### src/rtl/sync_arb_pkg.sv
package sync_arb_pkg;
  typedef enum logic {SIDE_A = 1'b0, SIDE_B = 1'b1} side_e;

  // one-hot grant vector for a side
  function automatic logic [1:0] side_onehot(input side_e s);
    return (s == SIDE_B) ? 2'b10 : 2'b01;
  endfunction

  function automatic side_e other_side(input side_e s);
    return (s == SIDE_B) ? SIDE_A : SIDE_B;
  endfunction
endpackage

### src/rtl/sync_gap_unit.sv
module sync_gap_unit #(
  parameter int AW = 12,
  parameter int TW = 8
) (
  input  logic [AW-1:0] pos_a,
  input  logic [AW-1:0] pos_b,
  input  logic [TW-1:0] limit,
  input  logic          sync_en,
  output logic          pos_lt,
  output logic          pos_eq,
  output logic [1:0]    blk
);
  localparam int CW = (AW > TW) ? AW : TW;

  function automatic logic [AW-1:0] abs_gap(input logic [AW-1:0] x, input logic [AW-1:0] y);
    return (x > y) ? (x - y) : (y - x);
  endfunction

  logic [AW-1:0] gap;
  logic [CW-1:0] gap_ext, lim_ext;
  logic          over;

  assign gap     = abs_gap(pos_a, pos_b);
  assign gap_ext = CW'(gap);
  assign lim_ext = CW'(limit);
  assign over    = gap_ext > lim_ext;
  assign pos_lt  = pos_a < pos_b;
  assign pos_eq  = pos_a == pos_b;

  // the side that is ahead is held off while the gap is too wide
  assign blk[0] = sync_en & over & (pos_a > pos_b);
  assign blk[1] = sync_en & over & (pos_b > pos_a);
endmodule

### src/rtl/sync_pick.sv
module sync_pick
  import sync_arb_pkg::*;
(
  input  logic [1:0] elig,
  input  logic       sync_en,
  input  logic       pos_lt,
  input  logic       pos_eq,
  input  side_e      tie_ptr,
  input  side_e      rr_ptr,
  output logic [1:0] grant,
  output logic       tie_case
);
  side_e pref;
  logic  both;

  assign both = &elig;

  always_comb begin
    if (sync_en) begin
      if (pos_eq)      pref = tie_ptr;
      else if (pos_lt) pref = SIDE_A;
      else             pref = SIDE_B;
    end else begin
      pref = rr_ptr;
    end
  end

  assign grant    = both ? side_onehot(pref) : elig;
  assign tie_case = sync_en & both & pos_eq;
endmodule

### src/rtl/sync_ptr_regs.sv
module sync_ptr_regs
  import sync_arb_pkg::*;
#(
  parameter int TW      = 8,
  parameter int DEF_GAP = 2
) (
  input  logic          clk,
  input  logic          rst_n,
  input  logic          xfer,
  input  side_e         winner,
  input  logic          sync_en,
  input  logic          tie_case,
  input  logic          gap_wr,
  input  logic [TW-1:0] gap_wdata,
  output side_e         rr_ptr,
  output side_e         tie_ptr,
  output logic [TW-1:0] limit
);
  always_ff @(posedge clk) begin
    if (!rst_n) begin
      rr_ptr  <= SIDE_A;
      tie_ptr <= SIDE_A;
      limit   <= TW'(DEF_GAP);
    end else begin
      if (xfer && !sync_en) rr_ptr  <= other_side(winner);
      if (xfer && tie_case) tie_ptr <= other_side(winner);
      if (gap_wr)           limit   <= gap_wdata;
    end
  end
endmodule

### src/rtl/sync_cache_arb.sv
module sync_cache_arb
  import sync_arb_pkg::*;
#(
  parameter int AW      = 12,
  parameter int TW      = 8,
  parameter int DEF_GAP = 2
) (
  input  logic          clk,
  input  logic          rst_n,
  input  logic          sync_en,
  input  logic          gap_wr,
  input  logic [TW-1:0] gap_wdata,
  input  logic [AW-1:0] pos_a,
  input  logic [AW-1:0] pos_b,
  input  logic          a_valid,
  output logic          a_ready,
  input  logic          b_valid,
  output logic          b_ready,
  output logic          cache_valid,
  input  logic          cache_ready,
  output logic [1:0]    grant
);
  logic [1:0]    req, elig, blk, grant_raw, rdy;
  logic          pos_lt, pos_eq, tie_case, xfer;
  logic [TW-1:0] limit;
  side_e         rr_ptr, tie_ptr, winner;

  assign req = {b_valid, a_valid};

  sync_gap_unit #(.AW(AW), .TW(TW)) u_gap (
    .pos_a(pos_a), .pos_b(pos_b), .limit(limit), .sync_en(sync_en),
    .pos_lt(pos_lt), .pos_eq(pos_eq), .blk(blk)
  );

  for (genvar i = 0; i < 2; i++) begin : g_side
    assign elig[i] = req[i] & ~blk[i];
    assign rdy[i]  = grant[i] & cache_ready;
  end

  sync_pick u_pick (
    .elig(elig), .sync_en(sync_en), .pos_lt(pos_lt), .pos_eq(pos_eq),
    .tie_ptr(tie_ptr), .rr_ptr(rr_ptr), .grant(grant_raw), .tie_case(tie_case)
  );

  assign grant       = rst_n ? grant_raw : 2'b00;
  assign cache_valid = |grant;
  assign xfer        = cache_valid & cache_ready;
  assign winner      = grant[1] ? SIDE_B : SIDE_A;
  assign a_ready     = rdy[0];
  assign b_ready     = rdy[1];

  sync_ptr_regs #(.TW(TW), .DEF_GAP(DEF_GAP)) u_regs (
    .clk(clk), .rst_n(rst_n), .xfer(xfer), .winner(winner), .sync_en(sync_en),
    .tie_case(tie_case), .gap_wr(gap_wr), .gap_wdata(gap_wdata),
    .rr_ptr(rr_ptr), .tie_ptr(tie_ptr), .limit(limit)
  );
endmodule

### config.mk
export PLATFORM = sky130hd
export DESIGN_NAME = sync_cache_arb
export DESIGN_NICKNAME = d
export VERILOG_FILES = /design/src/rtl/sync_arb_pkg.sv /design/src/rtl/sync_gap_unit.sv /design/src/rtl/sync_pick.sv /design/src/rtl/sync_ptr_regs.sv /design/src/rtl/sync_cache_arb.sv
export SDC_FILE = /design/constraint.sdc
export NUM_CORES = 1
export LEC_CHECK = 0
export BUFFER_PORTS_ARGS = -buffer_cell sky130_fd_sc_hd__buf_2
export CAP_MARGIN = 10
export CORE_UTILIZATION = 56
export CTS_CLUSTER_DIAMETER = 150
export CTS_CLUSTER_SIZE = 40
export DETAILED_ROUTE_END_ITERATION = 7
export PLACE_DENSITY = 0.93
export SLEW_MARGIN = 15
export SYNTH_ARGS = -nofsm -noshare
export SYNTH_HDL_FRONTEND = slang
export SYNTH_SLANG_ARGS = --single-unit
### constraint.sdc
create_clock -name clk -period 6.7 [get_ports clk]
set_clock_uncertainty 0.1 [all_clocks]
set_input_delay 1.005 -clock clk [delete_from_list [all_inputs] [get_ports clk]]
set_output_delay 1.005 -clock clk [all_outputs]
set_load 0.05 [all_outputs]
==> impl_results.md, run 1 <==
- Outcome: completed
- Initial core utilization: 59.7%
- Setup TNS: 0 ns
- Gr usage total: 23.6%
- FF-to-FF End: u_regs.tie_ptr
- Area of the multi-input gates: 1610 um2
- Pwr dens: 140 nW/um2
- Worst slew pin tran: 0.653 ns
- Total number of vias: 2038
- Critical-path cell list: buf_2 -> inv_1 -> ha_1 -> o21ai_0 -> o211ai_2 -> nand3_1 -> a21oi_2 -> mux2_2 -> ha_1 -> nor2b_1 -> o211ai_1 -> a21oi_1 -> o22ai_1 -> o2111a_1 -> a31oi_1 -> a22oi_2 -> and3_1 -> buf_2
- Uppermost layer routed: met4
- Setup repair bufs after CTS: 0
- Worst hold stages: 2
- P&R area growth vs syn: 11.1%
- Ys async rst share: 0%
- CP delay by family, top: compound AO/OA/AOI/OAI gates
- Met2 WL: 1980 um
- Site row count: 21
- Slew margin rel.: 56.5%
- Core box area: 3390 um2
- Final wirelength: 4350 um
- Design Power: 0.314 mW
- Clock tree buffer depth: 2
- GPL Wtd Cong: 0.945
- Vias in the first global route: 1626
- Post-synthesis sequential area ratio: 9.90%
- Most numerous cell in the Yosys netlist: inv_1
- Post-synth top cells: inv_1, ha_1, a21oi_1
- Worst path bufs/invs: 3
- Final hold vios: 0
- Min Tclk post-route: 6.09 ns
- Endpoints failing setup: 0
- Post-route ant nets: 0
- Post-synth top flop: dfxtp_1
- H-tree Lvls: 1
- R2r setup slk: 5.69 ns
- Pin count of the biggest net entering global routing: 15
- Die width: 62.1 um
- Hold slack: 0.404 ns
- Worst hold start: u_regs.tie_ptr
- Post-Syn Area: 2020 um2
- IO buf count: 43
- Share of cells above drive strength 1: 20.2%
- DR vias/cell: 5.77
- Worst vdd ir: 0.0616 mV
- Reg-to-reg critical path startpoint: u_regs.tie_ptr
- CTS Buf Count: 3
- EDFF count, synth: 0
- Hold Path Sink: u_regs.tie_ptr
- Clock transition at the registers of the reported paths: 0.07 ns
- Syn Nets: 346
- Crit start category: input port
- Die ar.: 3860 um2
- Slew Limit Fails: 0
- Critical Path Fanout Max: 14
- Total grt overflow: 0
- Routed wire length per instance: 12.3 um
- Register area: 200 um2
- Average instance area after synthesis: 7.41 um2
- Diodes inserted: 0
- Synth area leader: ha_1
- Top-Level Pins: 44
- Die Ht: 62.1 um
- 1st-pass router iterations: 4
- Met3 routed WL: 317 um
- WL met1: 2030 um
- Count of cell types in the netlist: 56
- Unrepaired setup endpoints after global routing: no
- Worst-Skew Late Latency: 0.27 ns
- Post-cts resize count: 0
- Final Non-Filler Cells: 353
- Initial antenna violation count: 0
- CTS root buf: clkbuf_4
- Hold Crit Class: register to register
- Worst Path Arrival: 4.99 ns
- Max_cap viols: 0
- Detail Placement HPWL: 3590 um
- First-pass GRT wire length: 6930 um
- DRC errors left: 0
- Fmax: 0.164 GHz
- CP required: 5.59 ns
- Top cell type's share of synthesized area: 19.8%
- Clk sinks: 10
- DRT iter0 DRCs: 191
- Period utilization: 90.9%
- Static leakage: 1.14 nW
- Worst Setup End Kind: primary output
- Fill cell count: 282
- Kind of critical path: input port to primary output
- Syn Inst Count: 273
- Placed Instances: 349
- Nets: 381
- Slowest stage delay, CP: 0.55 ns
- Number of synthesized register bits: 10
- Synth warn: 0
- Post-CTS Hold Fix Bufs: 0
- Ranking of synthesized cells by area: ha_1, dfxtp_1, a21oi_1, inv_1, mux2i_1
- CP max stage cell: a21oi_2
- CTS tree: done
- Core Util, Final: 66.3%
- R2R depth: 4
-- state kept, by name, summed over array words and instances (netlist names) --
signal,count
u_regs.rr_ptr,1
u_regs.limit,8
u_regs.tie_ptr,1
-- where the power goes --
part           total, mW  leakage (nW)  switching, mW  internal [mW]
clock network     0.0549        0.0210         0.0219         0.0330
logic              0.195          1.04          0.114         0.0806
registers         0.0643        0.0824        0.00170         0.0626
total              0.314          1.14          0.138          0.176
-- how the worst max path moves through the flow --
stage | from | endpoint | slack, ns | depth (start not counted)
3_5_place_dp | pos_a[4] | b_ready | 0.66 | 18
3_3_place_gp | pos_a[4] | b_ready | 0.75 | 18
5_1_grt | pos_a[3] | b_ready | 0.18 | 19
4_1_cts | pos_a[4] | b_ready | 0.65 | 18
6_report | pos_a[4] | b_ready | 0.61 | 18
2_1_floorplan | pos_a[0] | a_ready | 1.01 | 19
-- per-stage QoR --
stage          worst slack (ns)  cell area, um2
2_1_floorplan              1.01            2020
3_3_place_gp              0.755            2210
3_5_place_dp              0.656            2210
4_1_cts                   0.648            2250
5_1_grt                   0.181            2250
6_report                  0.607            2250
-- placed cells by master, fill, tap and decap left out, drive strengths merged, types with 2 or more instances in the layout --
cell,netlist,routed
dfxtp,10,10
and2,4,4
nand4,6,6
a31oi,2,2
o21a,3,3
nor2b,2,2
mux2i,12,12
nand2,18,18
mux2,2,2
nand3b,3,3
inv,34,34
nor2,22,22
o211ai,4,4
fa,2,2
nor3,3,3
and3,4,4
xor2,4,4
o21bai,3,3
buf,11,43
o31ai,4,4
clkbuf,2,4
a21o,4,4
ha,32,32
and4,2,2
xnor2,4,4
nor4,2,2
nand3,8,8
a21oi,32,32
a211oi,4,4
o21ai,15,15
-- layout make-up --
cell class / instances / area share (%)
multi-input cells: 215 / 71.5
repair buffers: 43 / 9.58
flip-flops and latches: 10 / 8.91
inverters: 35 / 5.85
well taps: 46 / 2.56
clock buffers: 4 / 1.61
-- worst register-to-register path, stage by stage (launching register included) --
cell,delay [ns]
dfxtp_1,0.33
a21oi_1,0.06
a21o_1,0.24
mux2i_1,0.13
nor2_1,0.05
-- metal layers --
layer,global-route usage (%),vias to the layer above
met4,5.40,0
met3,2.48,2
met2,37.5,86
met1,34.1,918
li1,-,1032
met5,0,-
-- cells by family (layout without fill, tap and decap cells) --
logic type / count (synthesis) / count (layout) / share of synthesized area, %
DFF: 10 / 10 / 9.90
AOI/OAI and AO/OA: 82 / 82 / 27.1
xor gates and xnor gates: 8 / 8 / 3.46
and+or+nand+nor: 77 / 77 / 19.9
muxes: 14 / 14 / 7.24
adders and majority gates: 34 / 34 / 21.8
buffers and inverters: 48 / 82 / 10.6
No activity file was read; power rests on OpenSTA's default activity.
==> run 2: changes to the inputs <==
PLACE_DENSITY = 0.86   (was 0.93)
==> impl_results.md, run 2 (synthesized netlist as in run 1, its figures left out) <==
- DR vias/cell: 5.80 (+0.44%)
- Initial core utilization: 59.7% (unchanged)
- Biggest regs: u_regs.limit (8), u_regs.rr_ptr (1), u_regs.tie_ptr (1)
- Worst Setup End Kind: primary output
- Max_cap viols: 0 (unchanged)
- CTS root buf: clkbuf_4
- CTS Buf Count: 3 (unchanged)
- Worst hold start: u_regs.limit[3]
- Most frequent cells in the layout: buf_2, inv_1, ha_1
- Endpoints failing setup: 0 (unchanged)
- Total number of vias: 2047 (+0.44%)
- P&R area growth vs syn: 11.1% (unchanged)
- CTS tree: done
- 1st-pass router iterations: 4 (unchanged)
- R2R depth: 2 (-2)
- Hold slack: 0.401 ns (-0.00304 ns)
- Worst-Skew Late Latency: 0.26 ns (about the same)
- R2r setup slk: 5.64 ns (-0.05 ns)
- GPL Wtd Cong: 0.919 (-2.8%)
- Reg-to-reg critical path startpoint: u_regs.rr_ptr
- CP required: 5.59 ns (about the same)
- Routed wire length per instance: 12.8 um (+3.6%)
- Die width: 62.1 um (unchanged)
- Worst vdd ir: 0.0526 mV (-15%)
- Kind of critical path: input port to primary output
- Post-CTS Hold Fix Bufs: 0 (unchanged)
- Setup TNS: 0 ns (unchanged)
- IO buf count: 43 (unchanged)
- Gr usage total: 24.1% (+0.49 points)
- Hold Crit Class: register to register
- Met1 GRT Util: 33.5% (-0.54 points)
- FF-to-FF End: u_regs.rr_ptr
- Top-Level Pins: 44 (unchanged)
- Worst Path Arrival: 5.00 ns (about the same)
- Most common cell after layout, fill and taps aside: buf_2
- Post-cts resize count: 0 (unchanged)
- DRC errors left: 0 (unchanged)
- Fmax: 0.164 GHz (-0.22%)
- Final wirelength: 4510 um (+3.6%)
- Min Tclk post-route: 6.11 ns (+0.0134 ns)
- Crit start category: input port
- Detail Placement HPWL: 3690 um (+3.0%)
- Diodes inserted: 0 (unchanged)
- Most used routing layer: met2
- Met2 Track Usage GR: 40.3% (+2.7 points)
- Number of flip-flops in the largest register: 8 (unchanged)
- Fin worst setup slack: 0.594 ns (-0.0134 ns)
- Initial antenna violation count: 0 (unchanged)
- Crit path to: b_ready
- Site row count: 21 (unchanged)
- Core box area: 3390 um2 (unchanged)
- Slew margin rel.: 55.8% (-0.67 points)
- Share of cells above drive strength 1: 20.2% (unchanged)
- Outcome: completed
- Period utilization: 91.1% (+0.20 points)
- First-pass GRT wire length: 7090 um (+2.2%)
- Pre-CTS setup slack: 0.609 ns (-0.0471 ns)
- Setup repair bufs after CTS: 0 (unchanged)
- Critical path launch point: pos_a[3]
- Vias in the first global route: 1714 (+5.4%)
- Unrepaired setup endpoints after global routing: no
- Slew Limit Fails: 0 (unchanged)
- Clock tree buffer depth: 2 (unchanged)
- Clk sinks: 10 (unchanged)
- Critical Path Fanout Max: 14 (unchanged)
- Die Ht: 62.1 um (unchanged)
- DRT iter0 DRCs: 93 (-51%)
- Clock transition at the registers of the reported paths: 0.07 ns (about the same)
- Largest reg by FF count: u_regs.limit
- Die ar.: 3860 um2 (unchanged)
- Post-route ant nets: 0 (unchanged)
- H-tree Lvls: 1 (unchanged)
- Static leakage: 1.14 nW (unchanged)
- Worst slew pin tran: 0.663 ns (+0.0100 ns)
- GR met3 Demand/Resource: 0.414% (-2.1 points)
- Final hold vios: 0 (unchanged)
- Fill cell count: 319 (+13%)
- Nets: 381 (unchanged)
- Total grt overflow: 0 (unchanged)
- Design Power: 0.315 mW (+0.29%)
- Pwr dens: 140 nW/um2 (+0.29%)
- Pin count of the biggest net entering global routing: 15 (unchanged)
[run 2: worst min path at each step]
stage,slack [ns],cells after the start,end
after floorplan,0.36,2,u_regs.rr_ptr
after global placement,0.38,2,u_regs.rr_ptr
after detailed placement,0.39,2,u_regs.limit[3]
after CTS,0.40,2,u_regs.limit[3]
after global routing,0.44,2,u_regs.limit[3]
final,0.40,2,u_regs.limit[3]
[run 2: metal layers]
metal | vias to the layer above | wire (um)
li1 | 1030 | -
met1 | 942 | 2220
met2 | 71 | 2040
met3 | 4 | 220
met4 | 0 | 29
met5 | - | 0
[run 2: power breakdown]
| group | internal (mW) | switching, mW | total (mW) |
|---|---|---|---|
| Sequential | 0.0626 | 0.00174 | 0.0643 |
| Clock | 0.0330 | 0.0230 | 0.0560 |
| Combinational | 0.0809 | 0.114 | 0.195 |
| Total | 0.177 | 0.139 | 0.315 |
[run 2: per-stage QoR]
| step | cell area [um2] | util (%) | instances |
|---|---|---|---|
| 5_1_grt | 2250 | 66.3 | 353 |
| 2_1_floorplan | 2020 | - | 273 |
| 3_3_place_gp | 2210 | 65.2 | 349 |
| 3_5_place_dp | 2210 | 65.2 | 349 |
| 4_1_cts | 2250 | 66.3 | 353 |
| 6_report | 2250 | 66.3 | 353 |
[run 2: cell type report]
class	instances	area [um2]	share of cell area (%)
inverters	35	131	5.85
repair buffers	43	215	9.58
well taps	46	57.6	2.56
clock buffers	4	36.3	1.61
multi-input cells	215	1610	71.5
flip-flops and latches	10	200	8.91
[run 2: worst max-delay path, stage by stage]
cell,delay [ns]
buf_2,0.09
inv_1,0.04
ha_1,0.47
o21ai_0,0.20
o211ai_2,0.21
nand3_1,0.14
a21oi_2,0.55
mux2_2,0.42
ha_1,0.28
nor2b_1,0.13
o211ai_1,0.15
a21oi_1,0.09
o22ai_1,0.20
o2111a_1,0.22
a31oi_1,0.13
a22oi_2,0.23
and3_1,0.17
buf_2,0.25
==> run 3: changes to the inputs <==
CELL_PAD_IN_SITES_DETAIL_PLACEMENT = 0   (was default)
CELL_PAD_IN_SITES_GLOBAL_PLACEMENT = 1   (was default)
CORE_UTILIZATION = 40   (was 56)
PLACE_DENSITY = 0.85   (was 0.86)
==> impl_results.md, run 3 (synthesized netlist as in run 1, its figures left out) <==
- Slew Limit Fails: 0 (unchanged)
- Worst slew pin tran: 0.700 ns (+0.0372 ns)
- Setup TNS: 0 ns (unchanged)
- Fmax: 0.163 GHz (-0.60%)
- Hold Crit Class: register to register
- Hold slack: 0.386 ns (-0.0148 ns)
- Post-CTS Hold Fix Bufs: 0 (unchanged)
- H-tree Lvls: 1 (unchanged)
- Clock tree buffer depth: 2 (unchanged)
- Core box area: 4790 um2 (+41%)
- Design Power: 0.319 mW (+1.4%)
- Worst path bufs/invs: 3 (unchanged)
- Worst Path Arrival: 5.04 ns (+0.04 ns)
- Core Util, Final: 47.6% (-19 points)
- Vias in the first global route: 1748 (+2.0%)
- GPL Wtd Cong: 0.899 (-2.2%)
- Register area: 200 um2 (unchanged)
- Setup repair bufs after CTS: 0 (unchanged)
- Period utilization: 91.7% (+0.55 points)
- Endpoints failing setup: 0 (unchanged)
- Switching part of the total: 42.8% (-1.2 points)
- Gr usage total: 17.9% (-6.2 points)
- Pwr dens: 140 nW/um2 (about the same)
- Top-Level Pins: 44 (unchanged)
- Worst Setup End Kind: primary output
- Worst-Skew Late Latency: 0.23 ns (-0.03 ns)
- CTS root buf: clkbuf_8
- Number of flip-flops in the largest register: 8 (unchanged)
- Most frequent cells in the layout: buf_2, inv_1, ha_1
- Slowest stage delay, CP: 0.58 ns (+0.03 ns)
- DR vias/cell: 5.26 (-9.3%)
- DRC errors left: 0 (unchanged)
- CP delay by family, top: compound AO/OA/AOI/OAI gates
- Fin area: 2280 um2 (+1.4%)
- Sw Pwr: 0.137 mW (-1.4%)
- CTS tree: done
- Critical Path Fanout Max: 14 (unchanged)
- Int Pwr: 0.183 mW (+3.5%)
- Share of cells above drive strength 1: 19.9% (-0.26 points)
- Clk sinks: 10 (unchanged)
- Dpl cell area: 2240 um2 (+1.2%)
- Clock transition at the registers of the reported paths: 0.04 ns (-0.03 ns)
- Site row count: 25 (+19%)
- Post-route ant nets: 0 (unchanged)
- Final hold vios: 0 (unchanged)
- Diodes inserted: 0 (unchanged)
- Biggest regs: u_regs.limit (8), u_regs.rr_ptr (1), u_regs.tie_ptr (1)
- Nets: 381 (unchanged)
- Fill cell count: 507 (+59%)
- Total number of vias: 1962 (-4.2%)
- Die ar.: 5340 um2 (+39%)
- Worst vdd ir: 0.0890 mV (+69%)
- Routed wire length per instance: 12.2 um (-4.5%)
- Area of the multi-input gates: 1610 um2 (unchanged)
- Outcome: completed
- Post-cts resize count: 0 (unchanged)
- Sequential cell fraction of total power: 20.2% (-0.2 points)
- Clk network pwr share: 19.0% (+1.2 points)
- Crit start category: input port
- Die Ht: 73.1 um (+18%)
- Detail Placement HPWL: 3740 um (+1.4%)
- DRT iter0 DRCs: 95 (+2.2%)
- Total grt overflow: 0 (unchanged)
- Pin count of the biggest net entering global routing: 15 (unchanged)
- Die width: 73.1 um (+18%)
- P&R area growth vs syn: 12.7%
- Comb power frac: 60.8% (-1.0 points)
- Most common cell after layout, fill and taps aside: buf_2
- CTS Buf Count: 3 (unchanged)
- Slew margin rel.: 53.3% (-2.5 points)
- CP required: 5.59 ns (about the same)
- Initial antenna violation count: 0 (unchanged)
- 1st-pass router iterations: 4 (unchanged)
- Unrepaired setup endpoints after global routing: no
- Kind of critical path: input port to primary output
- Final wirelength: 4550 um (+0.89%)
- CP max stage cell: a21oi_2
- Critical-path cell list: buf_2 -> inv_1 -> ha_1 -> o21ai_0 -> o211ai_2 -> nand3_1 -> a21oi_2 -> mux2_2 -> ha_1 -> nor2b_1 -> o211ai_1 -> a21oi_1 -> o22ai_1 -> o2111a_1 -> a31oi_1 -> a22oi_2 -> and3_1 -> buf_2
- Min Tclk post-route: 6.14 ns (+0.0367 ns)
- First-pass GRT wire length: 7690 um (+8.5%)
- Static leakage: 1.14 nW (about the same)
- Initial core utilization: 42.2% (-17 points)
- Max_cap viols: 0 (unchanged)
- Largest reg by FF count: u_regs.limit
- IO buf count: 43 (unchanged)
-- run 3: cell count changes in the layout (fill, tap and decap cells not counted), sizes merged --
| cell | previous run | this run |
|---|---|---|
| clkbuf | 4 | 3 |
-- run 3: worst paths after layout --
path	from	end	slack (ns)	depth (start not counted)
worst max-delay path	pos_a[3]	b_ready	0.56	18
worst min register to register	u_regs.rr_ptr	u_regs.rr_ptr	0.39	2
worst max register to register	u_regs.tie_ptr	u_regs.tie_ptr	5.69	4
worst min-delay path	u_regs.rr_ptr	u_regs.rr_ptr	0.39	2
-- run 3: cell type report --
| class | instances | share of cell area [%] |
|---|---|---|
| clock buffer | 3 | 1.81 |
| inverter | 35 | 5.77 |
| multi-input combinational | 215 | 70.5 |
| sequential | 10 | 8.79 |
| tap | 67 | 3.68 |
| timing repair buffer | 43 | 9.45 |
-- run 3: worst min-delay path, cell delays in order (launching register included) --
cell	delay, ns
dfxtp_1	0.31
o21ai_0	0.07
a21oi_1	0.06
-- run 3: power by group through the flow --
stage,clock [mW],sequential [mW],combinational [mW]
2_1_floorplan,0,0.0651,0.152
6_report,0.0606,0.0645,0.194
3_3_place_gp,0,0.0654,0.191
3_5_place_dp,0,0.0656,0.193
4_1_cts,0.0623,0.0645,0.194
5_1_grt,0.0678,0.0647,0.218
-- run 3: per-stage QoR --
step           instances  worst slack (ns)
2_1_floorplan        273              1.01
3_3_place_gp         370             0.731
3_5_place_dp         370             0.591
4_1_cts              373             0.578
5_1_grt              373             0.277
6_report             373             0.557
-- run 3: routing by layer --
metal  track usage (%)  vias to the layer above  share of wire (%)
li1                  -                     1031                  -
met5                 0                        -                  0
met2              28.5                       48                 43
met4              3.27                        0               0.64
met3             0.829                        2                3.8
met1              26.7                      881                 53
